## src/rtl/gpio_port_pkg.sv

```systemverilog
// Shared constants for the GPIO port register file: the size of the
// register window and the word indices that the decoder and read mux use.
package gpio_port_pkg;

    localparam int unsigned NWORDS = 16;
    localparam int unsigned IDX_W  = $clog2(NWORDS);

    // Word index = byte offset / 4. Offsets 6..13 belong to the interrupt unit.
    typedef enum logic [IDX_W-1:0] {
        RG_DIR  = 4'd0,
        RG_CTRL = 4'd1,
        RG_SET  = 4'd2,
        RG_CLR  = 4'd3,
        RG_OUT  = 4'd4,
        RG_IN   = 4'd5,
        RG_DBNC = 4'd14,
        RG_CFG  = 4'd15
    } reg_idx_e;

endpackage

```

## src/rtl/gpio_port_decode.sv

```systemverilog
// APB address decoder.
// Produces one write strobe per word of the 16-word window, plus a
// read-active flag and the word index for the read mux.
// Assumes ADDR_W > 6 so that address bits above the window exist; any
// such bit set puts the access outside the map.
module gpio_port_decode
    import gpio_port_pkg::*;
#(
    parameter int unsigned ADDR_W = 8
) (
    input  logic                 psel,
    input  logic                 penable,
    input  logic                 pwrite,
    input  logic [ADDR_W-1:0]    paddr,
    output logic [NWORDS-1:0]    wr_stb,
    output logic                 rd_act,
    output logic [IDX_W-1:0]     word_idx
);

    localparam int unsigned LO_B = 2;
    localparam int unsigned HI_B = LO_B + IDX_W;

    logic in_map;
    logic access;
    logic unused_byte_lane;

    assign unused_byte_lane = ^paddr[LO_B-1:0];
    assign word_idx = paddr[HI_B-1:LO_B];
    assign in_map   = (paddr[ADDR_W-1:HI_B] == '0);
    assign access   = psel & penable;
    assign rd_act   = access & ~pwrite & in_map;

    // One strobe per word; only the access phase of a write may fire one.
    for (genvar i = 0; i < NWORDS; i++) begin : g_stb
        assign wr_stb[i] = access & pwrite & in_map & (word_idx == i[IDX_W-1:0]);
    end

endmodule

```

## src/rtl/gpio_port_sync.sv

```systemverilog
// Multi-flop synchroniser for the pin inputs.
// Every bit is resampled through STAGES flops; the bits are independent,
// so no bus coherency is implied. Reset clears all stages.
module gpio_port_sync #(
    parameter int unsigned W      = 32,
    parameter int unsigned STAGES = 2
) (
    input  logic          clk,
    input  logic          rst_n,
    input  logic [W-1:0]  din,
    output logic [W-1:0]  dout
);

    logic [STAGES-1:0][W-1:0] stg;
    logic [1:0]               live_cnt;

    // Shift the pin levels through the flop chain.
    always_ff @(posedge clk) begin
        if (!rst_n) begin
            stg <= '0;
        end else begin
            stg[0] <= din;
            for (int s = 1; s < STAGES; s++) begin
                stg[s] <= stg[s-1];
            end
        end
    end

    assign dout = stg[STAGES-1];

    // Count active edges since reset (saturating) so the check below only
    // looks back over cycles in which the chain was running.
    always_ff @(posedge clk) begin
        if (!rst_n) begin
            live_cnt <= '0;
        end else if (live_cnt != 2'd3) begin
            live_cnt <= live_cnt + 2'd1;
        end
    end


    sync_delay_chk: assert property (@(posedge clk) disable iff (!rst_n)
        (STAGES == 2 && live_cnt >= 2'd2) |-> (dout == $past(din, 2)));

endmodule

```

## src/rtl/gpio_port_outreg.sv

```systemverilog
// Direction and output data registers.
// The output word accepts a whole-word write, a write-one-to-set or a
// write-one-to-clear; the decoder guarantees at most one strobe per cycle.
module gpio_port_outreg #(
    parameter int unsigned W = 32
) (
    input  logic          clk,
    input  logic          rst_n,
    input  logic [W-1:0]  wdata,
    input  logic          wr_dir,
    input  logic          wr_out,
    input  logic          wr_set,
    input  logic          wr_clr,
    output logic [W-1:0]  dir_q,
    output logic [W-1:0]  out_q
);

    // Direction word: plain load.
    always_ff @(posedge clk) begin
        if (!rst_n) begin
            dir_q <= '0;
        end else if (wr_dir) begin
            dir_q <= wdata;
        end
    end

    // Output word: whole load, bit set or bit clear.
    always_ff @(posedge clk) begin
        if (!rst_n) begin
            out_q <= '0;
        end else if (wr_out) begin
            out_q <= wdata;
        end else if (wr_set) begin
            out_q <= out_q | wdata;
        end else if (wr_clr) begin
            out_q <= out_q & ~wdata;
        end
    end


    dir_hold_chk: assert property (@(posedge clk) disable iff (!rst_n)
        !wr_dir |=> $stable(dir_q));


    out_hold_chk: assert property (@(posedge clk) disable iff (!rst_n)
        !(wr_out || wr_set || wr_clr) |=> $stable(out_q));

endmodule

```

## src/rtl/gpio_port_rwreg.sv

```systemverilog
// Plain read/write storage word with synchronous active-low reset.
module gpio_port_rwreg #(
    parameter int unsigned W = 32
) (
    input  logic          clk,
    input  logic          rst_n,
    input  logic          we,
    input  logic [W-1:0]  wdata,
    output logic [W-1:0]  q
);

    // Load on write strobe, hold otherwise.
    always_ff @(posedge clk) begin
        if (!rst_n) begin
            q <= '0;
        end else if (we) begin
            q <= wdata;
        end
    end

endmodule

```

## src/rtl/gpio_port.sv

```systemverilog
// GPIO port register file on an APB slave.
// Holds direction, output data (with set/clear aliases), control,
// debounce-enable and filter configuration words, and returns the
// synchronised pin levels. Interrupt word offsets are left to a companion
// unit and read 0 here. No wait states, no error responses.
module gpio_port
    import gpio_port_pkg::*;
#(
    parameter int unsigned NPIN   = 32,
    parameter int unsigned ADDR_W = 8
) (
    input  logic               pclk,
    input  logic               preset_n,
    input  logic               psel,
    input  logic               penable,
    input  logic               pwrite,
    input  logic [ADDR_W-1:0]  paddr,
    input  logic [NPIN-1:0]    pwdata,
    output logic [NPIN-1:0]    prdata,
    output logic               pready,
    output logic               pslverr,
    input  logic [NPIN-1:0]    pin_i,
    output logic [NPIN-1:0]    pin_sync_o,
    output logic [NPIN-1:0]    gpio_oe_o,
    output logic [NPIN-1:0]    gpio_out_o,
    output logic [NPIN-1:0]    dbnc_en_o,
    output logic [NPIN-1:0]    ctrl_o,
    output logic [NPIN-1:0]    cfg_o
);

    localparam int unsigned NCFG = 3;

    logic [NWORDS-1:0] wr_stb;
    logic              rd_act;
    logic [IDX_W-1:0]  word_idx;
    logic [NCFG-1:0]   cfg_we;
    logic [NPIN-1:0]   cfg_q [NCFG];

    assign pready  = 1'b1;
    assign pslverr = 1'b0;

    gpio_port_decode #(.ADDR_W(ADDR_W)) u_decode (
        .psel     (psel),
        .penable  (penable),
        .pwrite   (pwrite),
        .paddr    (paddr),
        .wr_stb   (wr_stb),
        .rd_act   (rd_act),
        .word_idx (word_idx)
    );

    gpio_port_sync #(.W(NPIN), .STAGES(2)) u_sync (
        .clk   (pclk),
        .rst_n (preset_n),
        .din   (pin_i),
        .dout  (pin_sync_o)
    );

    gpio_port_outreg #(.W(NPIN)) u_outreg (
        .clk    (pclk),
        .rst_n  (preset_n),
        .wdata  (pwdata),
        .wr_dir (wr_stb[RG_DIR]),
        .wr_out (wr_stb[RG_OUT]),
        .wr_set (wr_stb[RG_SET]),
        .wr_clr (wr_stb[RG_CLR]),
        .dir_q  (gpio_oe_o),
        .out_q  (gpio_out_o)
    );

    // Storage-only words: 0 = control, 1 = debounce enable, 2 = filter config.
    assign cfg_we[0] = wr_stb[RG_CTRL];
    assign cfg_we[1] = wr_stb[RG_DBNC];
    assign cfg_we[2] = wr_stb[RG_CFG];

    for (genvar k = 0; k < NCFG; k++) begin : g_cfg
        gpio_port_rwreg #(.W(NPIN)) u_word (
            .clk   (pclk),
            .rst_n (preset_n),
            .we    (cfg_we[k]),
            .wdata (pwdata),
            .q     (cfg_q[k])
        );
    end

    assign ctrl_o    = cfg_q[0];
    assign dbnc_en_o = cfg_q[1];
    assign cfg_o     = cfg_q[2];

    // Read mux: zero unless a read access is in progress.
    always_comb begin
        prdata = '0;
        if (rd_act) begin
            case (word_idx)
                RG_DIR:  prdata = gpio_oe_o;
                RG_CTRL: prdata = cfg_q[0];
                RG_OUT:  prdata = gpio_out_o;
                RG_IN:   prdata = pin_sync_o;
                RG_DBNC: prdata = cfg_q[1];
                RG_CFG:  prdata = cfg_q[2];
                default: prdata = '0;
            endcase
        end
    end


    set_rise_chk: assert property (@(posedge pclk) disable iff (!preset_n)
        wr_stb[RG_SET] |=> ((gpio_out_o & $past(pwdata)) == $past(pwdata)));


    set_keep_chk: assert property (@(posedge pclk) disable iff (!preset_n)
        wr_stb[RG_SET] |=> ((gpio_out_o & ~$past(pwdata)) == ($past(gpio_out_o) & ~$past(pwdata))));


    clr_fall_chk: assert property (@(posedge pclk) disable iff (!preset_n)
        wr_stb[RG_CLR] |=> ((gpio_out_o & $past(pwdata)) == '0));


    clr_keep_chk: assert property (@(posedge pclk) disable iff (!preset_n)
        wr_stb[RG_CLR] |=> ((gpio_out_o | $past(pwdata)) == ($past(gpio_out_o) | $past(pwdata))));


    alias_zero_chk: assert property (@(posedge pclk) disable iff (!preset_n)
        (psel && penable && !pwrite && (paddr == ADDR_W'(8)  || paddr == ADDR_W'(12)))
        |-> (prdata == '0));


    setup_quiet_chk: assert property (@(posedge pclk) disable iff (!preset_n)
        (psel && !penable) |=> ($stable(gpio_oe_o) && $stable(dbnc_en_o) && $stable(cfg_o)));

endmodule

```

## config.mk

```make
export PLATFORM = sky130hd
export DESIGN_NAME = gpio_port
export DESIGN_NICKNAME = d
export VERILOG_FILES = /design/src/rtl/gpio_port_pkg.sv /design/src/rtl/gpio_port_decode.sv /design/src/rtl/gpio_port_sync.sv /design/src/rtl/gpio_port_outreg.sv /design/src/rtl/gpio_port_rwreg.sv /design/src/rtl/gpio_port.sv
export SDC_FILE = /design/constraint.sdc
export NUM_CORES = 1
export LEC_CHECK = 0
export CAP_MARGIN = 20
export CORE_ASPECT_RATIO = 0.8
export CORE_MARGIN = 10
export CORE_UTILIZATION = 49
export CTS_BUF_LIST = sky130_fd_sc_hd__clkbuf_8
export DETAILED_ROUTE_END_ITERATION = 8
export MAX_ROUTING_LAYER = met4
export PLACE_DENSITY_LB_ADDON = 0.25
export REMOVE_ABC_BUFFERS = 1
export SYNTH_ARGS = -nofsm -noshare
export SYNTH_HDL_FRONTEND = slang
export SYNTH_SLANG_ARGS = --single-unit
```

## constraint.sdc

```tcl
create_clock -name pclk -period 1.9 [get_ports pclk]
set_input_delay 0.38 -clock pclk [delete_from_list [all_inputs] [get_ports pclk]]
set_output_delay 0.38 -clock pclk [all_outputs]
set_load 0.01 [all_outputs]
```

==> flow_summary.toml <==
[yosys]
syn_inst = 1094
synth_edf_count = 0
yosys_warnings = 0
synthFlopType = "dfxtp_1"
yosysUniqueCellTypes = 48
synth-seq-cells = 224
synth_seq_area_share_pct = 44.56
syn_area_sq_mm = 0.01006
async_reset_ff_share_pct = 0
synth_area_per_cell_sq_um = 9.199

[cts]
clockBufferDepth = 3
insertion_delay_ns = 0.51
cts_tree = "built"
clk_pin_slew_ns = 0.06
htree_levels = 2
postCtsHoldBufs = 0
root_buffer = "clkbuf_8"
clock_sinks = 224
cts_buffers = 36

[finish]
fin_util_pct = 73.56
drive_gt1_share_pct = 24.29
antenna_cells = 0
nNetsFinal = 1504
fillers = 1526
syn_to_final_growth_pct = 46.40

[die]
num_io_pins = 303
die_area_sq_mm = 0.02671
die_h_um = 148.2
start_util_pct = 50.24
rows = 46
dieWidth_um = 180.2
core_sq_mm = 0.02003

[route]
wl_um = 36590
ant_nets = 0
wl_per_cell_um = 21.41
vias = 9601
drc = 0
drt-vias-per-instance = 5.618
drtIter0Drc = 847
dr.pass1.iters = 5

[grt]
gr-total-overflow = 0
grt_pass1_vias = 9660
use_met2_pct = 41.48
antenna_found_initial = 0
use_met1_pct = 31.09
grtUsageMet3_pct = 8.754
grt_max_degree = 90
grt_usage_pct = 26.18
grt_pass1_wl_um = 55010
busiest_layer = "met2"

[critical_path]
r2r_setup_slack_ns = 1.00
cp_max_fo = 2
cp-start-kind = "register"
critPathCaptureType = "output port"
required_ns = 1.52
path_class = "reg2out"
reg2reg_depth = 4
critPathArrivalTime_ns = 1.83

[run_status]
outcome = "complete, but fails checks"
violations = "setup timing"

[placement]
place.port_buffers = 298
hpwl_um = 25280
routabilityCongestion = 0.8842

[pwr]
peakVddDrop_v = 0.0004847
powerDensity_mw_per_mm2 = 656.3
power.leakage_nw = 6.237

[sta]
period_minus_slack_ns = 2.207
fin_ws_ns = -0.3066
hold_viol = 0
fin_skew_ns = 0.009712
setup_viol = 32
slew_violations = 0
fin_crit_sh_pct = 116.1
rsz0062_at_grt = "yes"
fin_tns_setup_ns = -5.340
max_freq_mhz = 453.2

[hold_path]
whs_path_depth = 3
hold_path_class = "in2reg"

[run]
maxCapViolCount = 0
==> layout make-up <==
class	instances	area, sq um	area share, %
Tap cell	264	330.3	2.242
Multi-Input combinational cell	737	4945	33.56
Sequential cell	224	4497	30.52
Clock buffer	45	619.3	4.204
Clock inverter	11	43.79	0.2972
Timing Repair Buffer	428	4298	29.17
==> path summary, 6_finish.rpt <==
check / end / startpoint
max: prdata[3] / u_sync.dout[3]
min: register / preset_n
max reg2reg: register / register
min reg2reg: u_sync.dout[22] / u_sync.stg[22]
==> kinds of logic (layout without fill, tap and decap cells) <==
logic type	count (synthesis)	count (layout)	share of synthesized area, %
AND/OR/NAND/NOR	410	410	21.67
AO/OA/AOI/OAI	227	228	13.59
flip-flops	224	224	44.56
buffers and inverters	134	484	9.114
multiplexers	96	96	10.90
other	2	2	0.07463
XOR/XNOR	1	1	0.08705
==> worst max-delay path, cell delays in order (launching register included) <==
cell and delay (ns):
dfxtp_1 0.33, mux2_1 0.29, a22o_1 0.18, o31ai_1 0.27, a21oi_2 0.11, buf_2 0.16
==> repair_timing <==
action / CTS / global route
pin swaps: 18 / 10
resized for setup: 242 / 56
buffers inserted: 19 / 2
cloned: 3 / 0
setup endpoints to repair: 51 / 66
==> where the power goes <==
part / switching [W] / internal (W)
Sequential: 0.0000260 / 0.00477
Clock: 0.00183 / 0.00210
Combinational: 0.000466 / 0.000473
==> layout by cell type, fill, tap and decap left out, types with 14 or more instances in the layout <==
cell type	n
buf_12	25
clkdlybuf4s50_1	204
a21oi_2	14
dfxtp_1	214
buf_2	32
mux2i_1	32
o21ai_0	41
clkbuf_8	45
nand2_1	56
mux2_2	56
and2_1	65
a22oi_1	22
buf_6	24
nor2b_1	28
dlygate4sd2_1	21
o221ai_1	32
nand3_1	152
buf_4	85
o21ai_1	89
dlymetal6s2s_1	32
nor2_1	66
==> cells in the mapped netlist, drive strengths merged (11+ instances only) <==
| master | instances | area [sq um] |
|---|---|---|
| dfxtp | 224 | 4484 |
| nand3 | 153 | 778.3 |
| o21ai | 131 | 659.4 |
| buf | 113 | 837.1 |
| nor2 | 71 | 276.5 |
| and2 | 65 | 406.6 |
| mux2 | 59 | 664.4 |
| nand2 | 57 | 214.0 |
| mux2i | 32 | 320.3 |
| o221ai | 32 | 280.3 |
| a22oi | 30 | 225.2 |
| nor2b | 28 | 175.2 |
| clkbuf | 21 | 80.07 |
| a21oi | 17 | 85.08 |
| and3 | 14 | 87.58 |
| o22ai | 11 | 68.82 |
==> per-stage QoR <==
stage | setup slack (ns) | power, W | hold WS, ns | instances | instance area, sq um
floorplan | -0.4060 | 0.005155 | 0.4057 | 960 | 9146
global placement | -1.181 | 0.005738 | 0.4121 | 1634 | 13630
detailed placement | -1.201 | 0.005754 | 0.4195 | 1634 | 13630
CTS | -0.3023 | 0.009696 | 0.1835 | 1708 | 14550
global route | -0.3609 | 0.01000 | 0.1919 | 1709 | 14730
finish | -0.3066 | 0.009669 | 0.2063 | 1709 | 14730
==> metal layers <==
layer,wire length (um),share of wire (%),vias to the layer above
li1,-,-,4519
met1,15170,41,4549
met2,16870,46,455
met3,3507,9.6,78
met4,1045,2.9,0
met5,0,0,-
No activity file was read; power rests on OpenSTA's default activity.
